`src/rtl/bbt_pkg.sv`:
```
package bbt_pkg;
    typedef enum logic [2:0] {
        M_IDLE  = 3'd0,
        M_PROG  = 3'd1,
        M_ERASE = 3'd2,
        M_ESUSP = 3'd3,
        M_SPROG = 3'd4
    } mode_e;

    localparam logic KIND_PROG  = 1'b0;
    localparam logic KIND_ERASE = 1'b1;
endpackage

```
`src/rtl/bbt_addr_split.sv`:
```
module bbt_addr_split #(
    parameter int ADDR_W   = 23,
    parameter int BANK_W   = 2,
    parameter int SECT_LSB = 15,
    localparam int SECT_W  = ADDR_W - SECT_LSB
) (
    input  logic [ADDR_W-1:0] addr,
    output logic [BANK_W-1:0] bank,
    output logic [SECT_W-1:0] sect
);
    // bank is the top slice; sector id spans bank bits too, so it is unique chip-wide
    assign bank = addr[ADDR_W-1 -: BANK_W];
    assign sect = addr[ADDR_W-1 : SECT_LSB];
endmodule

```
`src/rtl/bbt_op_ctrl.sv`:
```
module bbt_op_ctrl
    import bbt_pkg::*;
#(
    parameter int BANK_W = 2,
    parameter int SECT_W = 8
) (
    input  logic              clk,
    input  logic              rst_n,
    input  logic              start,
    input  logic              kind,
    input  logic [BANK_W-1:0] st_bank,
    input  logic [SECT_W-1:0] st_sect,
    input  logic              st_bit7,
    input  logic              done,
    input  logic              susp,
    input  logic              resume,
    output mode_e             mode,
    output logic [BANK_W-1:0] main_bank,
    output logic [SECT_W-1:0] main_sect,
    output logic              main_exp7,
    output logic [BANK_W-1:0] nest_bank,
    output logic              nest_exp7,
    output logic              ack
);
    typedef struct packed {
        mode_e             mode;
        logic [BANK_W-1:0] bank;
        logic [SECT_W-1:0] sect;
        logic              exp7;
        logic [BANK_W-1:0] nbank;
        logic              nexp7;
        logic              ack;
    } st_t;

    st_t st_d, st_q;

    always_comb begin
        st_d     = st_q;
        st_d.ack = 1'b0;
        unique case (st_q.mode)
            M_IDLE: begin
                if (start) begin
                    st_d.mode = (kind == KIND_ERASE) ? M_ERASE : M_PROG;
                    st_d.bank = st_bank;
                    st_d.sect = st_sect;
                    st_d.exp7 = st_bit7;
                    st_d.ack  = 1'b1;
                end
            end
            M_PROG: begin
                if (done) st_d.mode = M_IDLE;
            end
            M_ERASE: begin
                if (done)      st_d.mode = M_IDLE;
                else if (susp) st_d.mode = M_ESUSP;
            end
            M_ESUSP: begin
                if (resume) begin
                    st_d.mode = M_ERASE;
                end else if (start && kind == KIND_PROG && st_sect != st_q.sect) begin
                    st_d.mode  = M_SPROG;
                    st_d.nbank = st_bank;
                    st_d.nexp7 = st_bit7;
                    st_d.ack   = 1'b1;
                end
            end
            M_SPROG: begin
                if (done) st_d.mode = M_ESUSP;
            end
            default: st_d.mode = M_IDLE;
        endcase
    end

    always_ff @(posedge clk) begin
        if (!rst_n) begin
            st_q <= '{mode: M_IDLE, bank: '0, sect: '0, exp7: 1'b0,
                      nbank: '0, nexp7: 1'b0, ack: 1'b0};
        end else begin
            st_q <= st_d;
        end
    end

    assign mode      = st_q.mode;
    assign main_bank = st_q.bank;
    assign main_sect = st_q.sect;
    assign main_exp7 = st_q.exp7;
    assign nest_bank = st_q.nbank;
    assign nest_exp7 = st_q.nexp7;
    assign ack       = st_q.ack;

    a_r6_done_clears: assert property (@(posedge clk) disable iff (!rst_n)
        ((st_q.mode == M_PROG || st_q.mode == M_ERASE) && done) |=> (st_q.mode == M_IDLE));

    a_r7_no_ack_running: assert property (@(posedge clk) disable iff (!rst_n)
        (st_q.mode == M_PROG || st_q.mode == M_ERASE || st_q.mode == M_SPROG) |=> !st_q.ack);

    a_r8_susp_from_erase: assert property (@(posedge clk) disable iff (!rst_n)
        (st_q.mode == M_ESUSP && $past(st_q.mode) != M_ESUSP)
            |-> ($past(st_q.mode) == M_ERASE || $past(st_q.mode) == M_SPROG));

    a_r10_nested_returns: assert property (@(posedge clk) disable iff (!rst_n)
        (st_q.mode == M_SPROG && done) |=> (st_q.mode == M_ESUSP && $stable(st_q.bank)));
endmodule

```
`src/rtl/bbt_read_steer.sv`:
```
module bbt_read_steer
    import bbt_pkg::*;
#(
    parameter int BANK_W = 2,
    parameter int SECT_W = 8
) (
    input  mode_e             mode,
    input  logic [BANK_W-1:0] main_bank,
    input  logic [SECT_W-1:0] main_sect,
    input  logic              main_exp7,
    input  logic [BANK_W-1:0] nest_bank,
    input  logic              nest_exp7,
    input  logic [BANK_W-1:0] rd_bank,
    input  logic [SECT_W-1:0] rd_sect,
    output logic              sel_status,
    output logic              dq7
);
    logic hit_main, hit_sect, hit_nest;

    always_comb begin
        hit_main   = (rd_bank == main_bank);
        hit_sect   = (rd_sect == main_sect);
        hit_nest   = (rd_bank == nest_bank);
        sel_status = 1'b0;
        dq7        = 1'b0;
        unique case (mode)
            M_PROG: begin
                if (hit_main) begin
                    sel_status = 1'b1;
                    dq7        = ~main_exp7;
                end
            end
            M_ERASE: begin
                if (hit_main) sel_status = 1'b1;
            end
            M_ESUSP: begin
                if (hit_sect) begin
                    sel_status = 1'b1;
                    dq7        = 1'b1;
                end
            end
            M_SPROG: begin
                if (hit_nest) begin
                    sel_status = 1'b1;
                    dq7        = ~nest_exp7;
                end else if (hit_sect) begin
                    sel_status = 1'b1;
                    dq7        = 1'b1;
                end
            end
            default: ;
        endcase
    end
endmodule

```
`src/rtl/bank_busy_tracker.sv`:
```
module bank_busy_tracker
    import bbt_pkg::*;
#(
    parameter int ADDR_W   = 23,
    parameter int BANK_W   = 2,
    parameter int SECT_LSB = 15
) (
    input  logic              clk,
    input  logic              rst_n,
    input  logic              op_start,
    input  logic              op_kind,
    input  logic [ADDR_W-1:0] op_addr,
    input  logic              op_dq7,
    input  logic              op_done,
    input  logic              suspend_cmd,
    input  logic              resume_cmd,
    input  logic [ADDR_W-1:0] rd_addr,
    output logic              op_busy,
    output logic [BANK_W-1:0] busy_bank,
    output logic              erase_suspended,
    output logic              start_ack,
    output logic              rd_status_sel,
    output logic              rd_dq7
);
    localparam int SECT_W = ADDR_W - SECT_LSB;
    localparam int N_PORT = 2;  // 0: operation address, 1: read address

    logic [N_PORT-1:0][ADDR_W-1:0] addr_in;
    logic [N_PORT-1:0][BANK_W-1:0] bank_of;
    logic [N_PORT-1:0][SECT_W-1:0] sect_of;

    assign addr_in[0] = op_addr;
    assign addr_in[1] = rd_addr;

    for (genvar g = 0; g < N_PORT; g++) begin : g_split
        bbt_addr_split #(.ADDR_W(ADDR_W), .BANK_W(BANK_W), .SECT_LSB(SECT_LSB)) u_split (
            .addr (addr_in[g]),
            .bank (bank_of[g]),
            .sect (sect_of[g])
        );
    end

    mode_e             mode;
    logic [BANK_W-1:0] main_bank, nest_bank;
    logic [SECT_W-1:0] main_sect;
    logic              main_exp7, nest_exp7;

    bbt_op_ctrl #(.BANK_W(BANK_W), .SECT_W(SECT_W)) u_ctrl (
        .clk       (clk),
        .rst_n     (rst_n),
        .start     (op_start),
        .kind      (op_kind),
        .st_bank   (bank_of[0]),
        .st_sect   (sect_of[0]),
        .st_bit7   (op_dq7),
        .done      (op_done),
        .susp      (suspend_cmd),
        .resume    (resume_cmd),
        .mode      (mode),
        .main_bank (main_bank),
        .main_sect (main_sect),
        .main_exp7 (main_exp7),
        .nest_bank (nest_bank),
        .nest_exp7 (nest_exp7),
        .ack       (start_ack)
    );

    bbt_read_steer #(.BANK_W(BANK_W), .SECT_W(SECT_W)) u_steer (
        .mode       (mode),
        .main_bank  (main_bank),
        .main_sect  (main_sect),
        .main_exp7  (main_exp7),
        .nest_bank  (nest_bank),
        .nest_exp7  (nest_exp7),
        .rd_bank    (bank_of[1]),
        .rd_sect    (sect_of[1]),
        .sel_status (rd_status_sel),
        .dq7        (rd_dq7)
    );

    always_comb begin
        op_busy         = (mode != M_IDLE);
        erase_suspended = (mode == M_ESUSP) || (mode == M_SPROG);
        unique case (mode)
            M_IDLE:  busy_bank = '0;
            M_SPROG: busy_bank = nest_bank;
            default: busy_bank = main_bank;
        endcase
    end

    a_r1_idle_reads_array: assert property (@(posedge clk) disable iff (!rst_n)
        !op_busy |-> !rd_status_sel);

    a_r3_other_bank_array: assert property (@(posedge clk) disable iff (!rst_n)
        (op_busy && !erase_suspended && rd_addr[ADDR_W-1 -: BANK_W] != busy_bank)
            |-> !rd_status_sel);

    a_r2_ack_follows_start: assert property (@(posedge clk) disable iff (!rst_n)
        start_ack |-> ($past(op_start) && op_busy));
endmodule

```
`config.mk`:
```
export PLATFORM = sky130hd
export DESIGN_NAME = bank_busy_tracker
export DESIGN_NICKNAME = d
export VERILOG_FILES = /design/src/rtl/bbt_pkg.sv /design/src/rtl/bbt_addr_split.sv /design/src/rtl/bbt_op_ctrl.sv /design/src/rtl/bbt_read_steer.sv /design/src/rtl/bank_busy_tracker.sv
export SDC_FILE = /design/constraint.sdc
export NUM_CORES = 1
export LEC_CHECK = 0
export ABC_AREA = 0
export BUFFER_PORTS_ARGS = -buffer_cell sky130_fd_sc_hd__buf_4
export CAP_MARGIN = 10
export CORE_ASPECT_RATIO = 1.2
export CORE_MARGIN = 3
export CORE_UTILIZATION = 47
export CTS_CLUSTER_DIAMETER = 50
export CTS_CLUSTER_SIZE = 25
export DETAILED_ROUTE_END_ITERATION = 12
export PLACE_DENSITY = 0.84
export SYNTH_ARGS = -nofsm -noshare
export SYNTH_HDL_FRONTEND = slang
export SYNTH_SLANG_ARGS = --single-unit
export TNS_END_PERCENT = 100
```
`constraint.sdc`:
```
create_clock -name clk -period 3.57 [get_ports clk]
set_input_delay 0.357 -clock clk [delete_from_list [all_inputs] [get_ports clk]]
set_output_delay 0.357 -clock clk [all_outputs]
set_load 0.02 [all_outputs]
```
==> results of run 1 <==
## cell families (layout without fill, tap and decap cells)
logic type,count (synthesis),count (layout),synth area share
muxes,4,4,0.0372
DFF,16,16,0.289
AOI/OAI and AO/OA,28,28,0.213
and+or+nand+nor,61,61,0.263
xor gates and xnor gates,18,18,0.142
buffers and inverters,9,36,0.0553
## Yosys cell counts (2+ instances only)
cell	instances
mux2i_1	3
nand3_1	5
inv_1	2
o21a_1	3
clkbuf_1	2
a21oi_1	5
a21boi_2	8
nand2_1	35
dfxtp_1	16
nor2_1	8
o22ai_1	3
nand2b_1	3
xnor2_1	4
buf_6	3
xor2_1	14
o21ai_0	3
## worst max-delay path by stage
stage	startpoint	to	slack [ns]	cells after the start
after global routing	u_ctrl.mode[2]	rd_dq7	1.16	5
final	u_ctrl.mode[2]	rd_dq7	1.29	5
after CTS	u_ctrl.mode[2]	rd_dq7	1.29	5
after floorplan	rd_addr[15]	rd_status_sel	1.70	5
after detailed placement	rd_addr[15]	rd_status_sel	1.51	7
after global placement	rd_addr[15]	rd_status_sel	1.52	7
## metal layers
metal	GRT usage	wire, µm	part of all wire
met1	0.193	1040	0.41
met2	0.353	1360	0.53
met3	0.0378	100	0.039
met4	0.0654	49	0.019
met5	0	0	0
## where the power goes
group          leakage, nW  switching (mW)  internal, mW
clock network       0.0210          0.0631        0.0620
registers            0.131          0.0169         0.192
logic                0.432          0.0790        0.0684
## through the flow
step / area, µm² / std cells
after floorplan: 1110 / 136
after global placement: 1320 / 189
after detailed placement: 1320 / 189
after CTS: 1350 / 193
after global routing: 1350 / 193
final: 1350 / 193
## area by class of cell
class	instances	area, µm²
well taps	30	37.5
multi-input cells	111	727
flip-flops and latches	16	320
repair buffers	30	225
inverters	2	7.51
fillers	195	786
clock buffers	4	36.3
## worst max-delay path: stages (launching register included)
cell	delay, ns
dfxtp_1	0.71
nand2_1	0.23
o21a_1	0.23
o32a_1	0.16
o22ai_1	0.14
buf_4	0.17
## sequential cells by signal (all words and copies together) (netlist names)
signal            cells
u_ctrl.main_sect      7
u_ctrl.main_exp7      1
u_ctrl.ack            1
u_ctrl.nest_exp7      1
u_ctrl.nest_bank      2
u_ctrl.main_bank      1
u_ctrl.mode           3
==> results.sh, run 1 <==
export IMPL_ys_seq_area_frac=0.289
export IMPL_postLayoutCoreUtil=0.633
export IMPL_nets=218
export IMPL_postSynthCellCount=136
export IMPL_r2r_end="u_ctrl.nest_exp7"
export IMPL_status="finished, final reports clean"
export IMPL_layout_commonest_cell="nand2_1"
export IMPL_max_freq_mhz=438
export IMPL_grt_overflow=0
export IMPL_reg2reg_from="u_ctrl.mode[2]"
export IMPL_slew_violations=0
export IMPL_dp_hpwl_um=2000
export IMPL_yosys_most_used_dff="dfxtp_1"
export IMPL_die_area_um2=2980
export IMPL_io_buffers=30
export IMPL_yosys_area_top_type="dfxtp_1"
export IMPL_drc=0
export IMPL_yosysWarnings=0
export IMPL_pin_count=61
export IMPL_hold_worst_slack_ns=0.316
export IMPL_startpoint_type="flop"
export IMPL_synth_top_area_frac=0.289
export IMPL_clock_latency_ns=0.29
export IMPL_critPathArrivalTime_ns=1.93
export IMPL_grt_max_degree=20
export IMPL_synth_edff_count=0
export IMPL_clock_root_buffer="clkbuf_4"
export IMPL_netlist_area_um2=1110
export IMPL_reg2reg_depth=5
export IMPL_criticalPathCategory="flop to output pin"
export IMPL_gp_congestion=0.828
export IMPL_cp_required_ns=3.21
export IMPL_postCtsSetupBuffers=0
export IMPL_postCtsHoldBufs=0
export IMPL_crit_fanout=13
export IMPL_ant_nets=0
export IMPL_ys_seq_elements=16
export IMPL_hp_class="input port to flop"
export IMPL_grt_pass1_vias=960
export IMPL_cts_htree_levels=1
export IMPL_hold_viol=0
export IMPL_synth_area_leaders="dfxtp_1 (29%), nand2_1 (12%), xor2_1 (11%)"
export IMPL_min_path_cells=3
export IMPL_wl_per_cell_um=13.2
export IMPL_die_w_um=50.3
export IMPL_setup_viol=0
export IMPL_synth_avg_cell_area_um2=8.15
export IMPL_worstMarginPinSlew_ns=0.592
export IMPL_layout_common_cells="nand2_1 (35), buf_4 (30), dfxtp_1 (16), xor2_1 (14)"
export IMPL_rsz0062_at_grt="false"
export IMPL_drt_pass1_iterations=4
export IMPL_slew_limit_headroom=0.605
export IMPL_numCtsBuffers=3
export IMPL_grtUsageTotal=0.182
export IMPL_syn_nets=190
export IMPL_start_util=0.518
export IMPL_fin_crit_ns=2.28
export IMPL_cts_tree="built"
export IMPL_antenna_found_initial=0
export IMPL_cts_repair_resized=0
export IMPL_maxCapViolCount=0
export IMPL_hold_start="op_dq7"
export IMPL_async_reset_ff_frac=0
export IMPL_total_power_mw=0.481
export IMPL_cts_buffer_depth=2
export IMPL_cts_sinks=16
export IMPL_rows=18
export IMPL_synth_distinct_cells=35
export IMPL_die_y_um=59.2
export IMPL_period_share=0.640
export IMPL_fin_ws_ns=1.29
export IMPL_wirelength_um=2540
export IMPL_ir_drop_mv=0.267
export IMPL_leakagePower_nw=0.584
export IMPL_num_vias=1021
export IMPL_cp_end_kind="output pin"
export IMPL_num_antenna_cells=0
export IMPL_path_clk_slew_ns=0.10
export IMPL_power_density_nw_per_um2=355
export IMPL_min_to="u_ctrl.main_exp7"
export IMPL_r2r_slack_ns=1.80
export IMPL_pre_cts_ws_ns=1.51
export IMPL_fin_worst_skew_ns=0.00242
export IMPL_grt_pass1_wl_um=4130
export IMPL_tns_ns=0
export IMPL_area_growth_pct=22.1
export IMPL_drive_gt1_frac=0.294
export IMPL_vias_per_cell=5.29
export IMPL_core_um2=2140
export IMPL_drtIter0Drc=12
No activity file was read; power rests on OpenSTA's default activity.
==> run 2: changes to the inputs <==
- CORE_UTILIZATION: 47 -> 44
- PLACE_DENSITY: 0.84 -> 0.79
- clock period: 3.57 -> 2.3 ns (I/O delays scaled with it)
==> run 2 against run 1 <==
  * Power grew 54%
  * Sequential power grew 55%
  * Critical path depth grew 1
  * Clock skew is essentially flat
  * Count of clock-buffer cells in the layout is the same
  * Setup slack lost 1.1 ns
  * Global-route usage shrank 2.3 points
  * Cell area grew 0.65%
  * Die area grew 6.1%
  * Clock power grew 51%
  * Via count grew 0.98%
==> results.sh, run 2 (synthesized netlist as in run 1, its figures left out) <==
export IMPL_wl_per_cell_um=12.2
export IMPL_min_to="u_ctrl.main_exp7"
export IMPL_pin_count=61
export IMPL_grtUsageTotal=0.160
export IMPL_reg2reg_from="u_ctrl.mode[2]"
export IMPL_clock_latency_ns=0.29
export IMPL_period_share=0.918
export IMPL_regArea_um2=320
export IMPL_cp_end_kind="output pin"
export IMPL_critPathSlowestCell="dfxtp_1"
export IMPL_slew_violations=0
export IMPL_leakagePower_nw=0.588
export IMPL_r2r_end="u_ctrl.nest_exp7"
export IMPL_cts_sinks=16
export IMPL_crit_fanout=3
export IMPL_fin_worst_skew_ns=0.00278
export IMPL_dp_hpwl_um=1940
export IMPL_drt_pass1_iterations=4
export IMPL_ir_drop_mv=0.369
export IMPL_maxCapViolCount=0
export IMPL_largest_register_ffs=7
export IMPL_drive_gt1_frac=0.299
export IMPL_cts_tree="built"
export IMPL_hp_class="input port to flop"
export IMPL_slowest_delay_ns=0.35
export IMPL_multi_input_area_um2=727
export IMPL_die_area_um2=3160
export IMPL_area_growth_pct=22.9
export IMPL_rows=19
export IMPL_wirelength_um=2390
export IMPL_start_util=0.471
export IMPL_status="finished, final reports clean"
export IMPL_total_power_mw=0.740
export IMPL_cp_required_ns=2.07
export IMPL_startpoint_type="flop"
export IMPL_grt_overflow=0
export IMPL_nets=219
export IMPL_power_density_nw_per_um2=543
export IMPL_layout_common_cells="nand2_1 (35), buf_4 (31), dfxtp_1 (16), xor2_1 (14)"
export IMPL_die_y_um=61.0
export IMPL_drtIter0Drc=22
export IMPL_hold_viol=0
export IMPL_criticalPathCategory="flop to output pin"
export IMPL_ant_nets=0
export IMPL_grt_max_degree=20
export IMPL_postLayoutCoreUtil=0.579
export IMPL_cts_buffer_depth=2
export IMPL_worstMarginPinSlew_ns=0.540
export IMPL_reg2reg_depth=5
export IMPL_grt_pass1_wl_um=3840
export IMPL_drc=0
export IMPL_core_um2=2350
export IMPL_startpoint="u_ctrl.main_sect[0]"
export IMPL_die_w_um=51.8
export IMPL_setup_viol=0
export IMPL_numCtsBuffers=3
export IMPL_path_clk_slew_ns=0.10
export IMPL_clock_root_buffer="clkbuf_4"
export IMPL_min_path_cells=3
export IMPL_dp_cells=190
export IMPL_dpl_instance_area_um2=1320
export IMPL_fin_crit_ns=2.11
export IMPL_max_freq_mhz=474
export IMPL_vias_per_cell=5.29
export IMPL_fillers=222
export IMPL_tns_ns=0
export IMPL_io_buffers=30
export IMPL_hold_start="op_dq7"
export IMPL_r2r_slack_ns=0.59
export IMPL_layout_commonest_cell="nand2_1"
export IMPL_antenna_found_initial=0
export IMPL_gp_congestion=0.864
export IMPL_grt_pass1_vias=957
export IMPL_num_vias=1031
export IMPL_cts_htree_levels=1
export IMPL_stdcell_count=195
export IMPL_postLayoutCellArea_um2=1360
export IMPL_critPathArrivalTime_ns=1.88
export IMPL_num_antenna_cells=0
export IMPL_slew_limit_headroom=0.640
export IMPL_worstPathCellList="xor2_1 -> nor4_1 -> nand3_1 -> and3_1 -> o41ai_2 -> buf_4"
[run 2: cell types whose count changed in the layout (fill, tap and decap cells not counted), sizes merged]
cell,before,now
buf,30,31
[run 2: worst max path at each step]
stage | end | slack, ns | cells past startpoint
3_5_place_dp | rd_status_sel | 0.51 | 6
3_3_place_gp | rd_status_sel | 0.53 | 6
2_1_floorplan | rd_status_sel | 0.57 | 5
6_report | rd_status_sel | 0.19 | 6
5_1_grt | rd_status_sel | -0.01 | 6
4_1_cts | rd_status_sel | 0.17 | 6
[run 2: layout make-up]
cell class | instances | share of cell area
multi-input combinational | 111 | 0.534
sequential | 16 | 0.235
timing repair buffer | 31 | 0.171
tap | 31 | 0.0285
clock buffer | 4 | 0.0266
inverter | 2 | 0.00551
[run 2: critical path: cells and delay by family, from the launching register on]
kind                      cells  cell delay [ns]
xor gates and xnor gates      1             0.17
AOI/OAI and AO/OA             1             0.19
DFF                           1             0.35
and+or+nand+nor               3             0.70
buffers and inverters         1             0.19
[run 2: layer usage]
| layer | vias to the layer above | part of all wire | GRT usage |
|---|---|---|---|
| met5 | - | 0 | 0 |
| met4 | 0 | 0.013 | 0.0562 |
| met3 | 5 | 0.044 | 0.0147 |
| met2 | 26 | 0.56 | 0.318 |
| met1 | 489 | 0.38 | 0.172 |
| li1 | 511 | - | - |
[run 2: timing repair]
action | 4_1_cts | 5_1_grt
hold endpoints to repair | 0 | 0
buffers inserted | 0 | 1
hold buffers | 0 | 0
endpoints found under the setup margin | 0 | 1
resized for setup | 0 | 0
[run 2: metrics by stage]
stage / hold slack [ns] / setup slack (ns)
6_report: 0.201 / 0.189
5_1_grt: 0.209 / -0.0109
4_1_cts: 0.197 / 0.169
3_5_place_dp: 0.473 / 0.509
3_3_place_gp: 0.457 / 0.535
2_1_floorplan: 0.365 / 0.567
[run 2: where the power goes]
| part | leakage (nW) | internal, mW | switching [mW] |
|---|---|---|---|
| Clock | 0.0210 | 0.0964 | 0.0930 |
| Sequential | 0.131 | 0.297 | 0.0262 |
| Combinational | 0.436 | 0.107 | 0.120 |
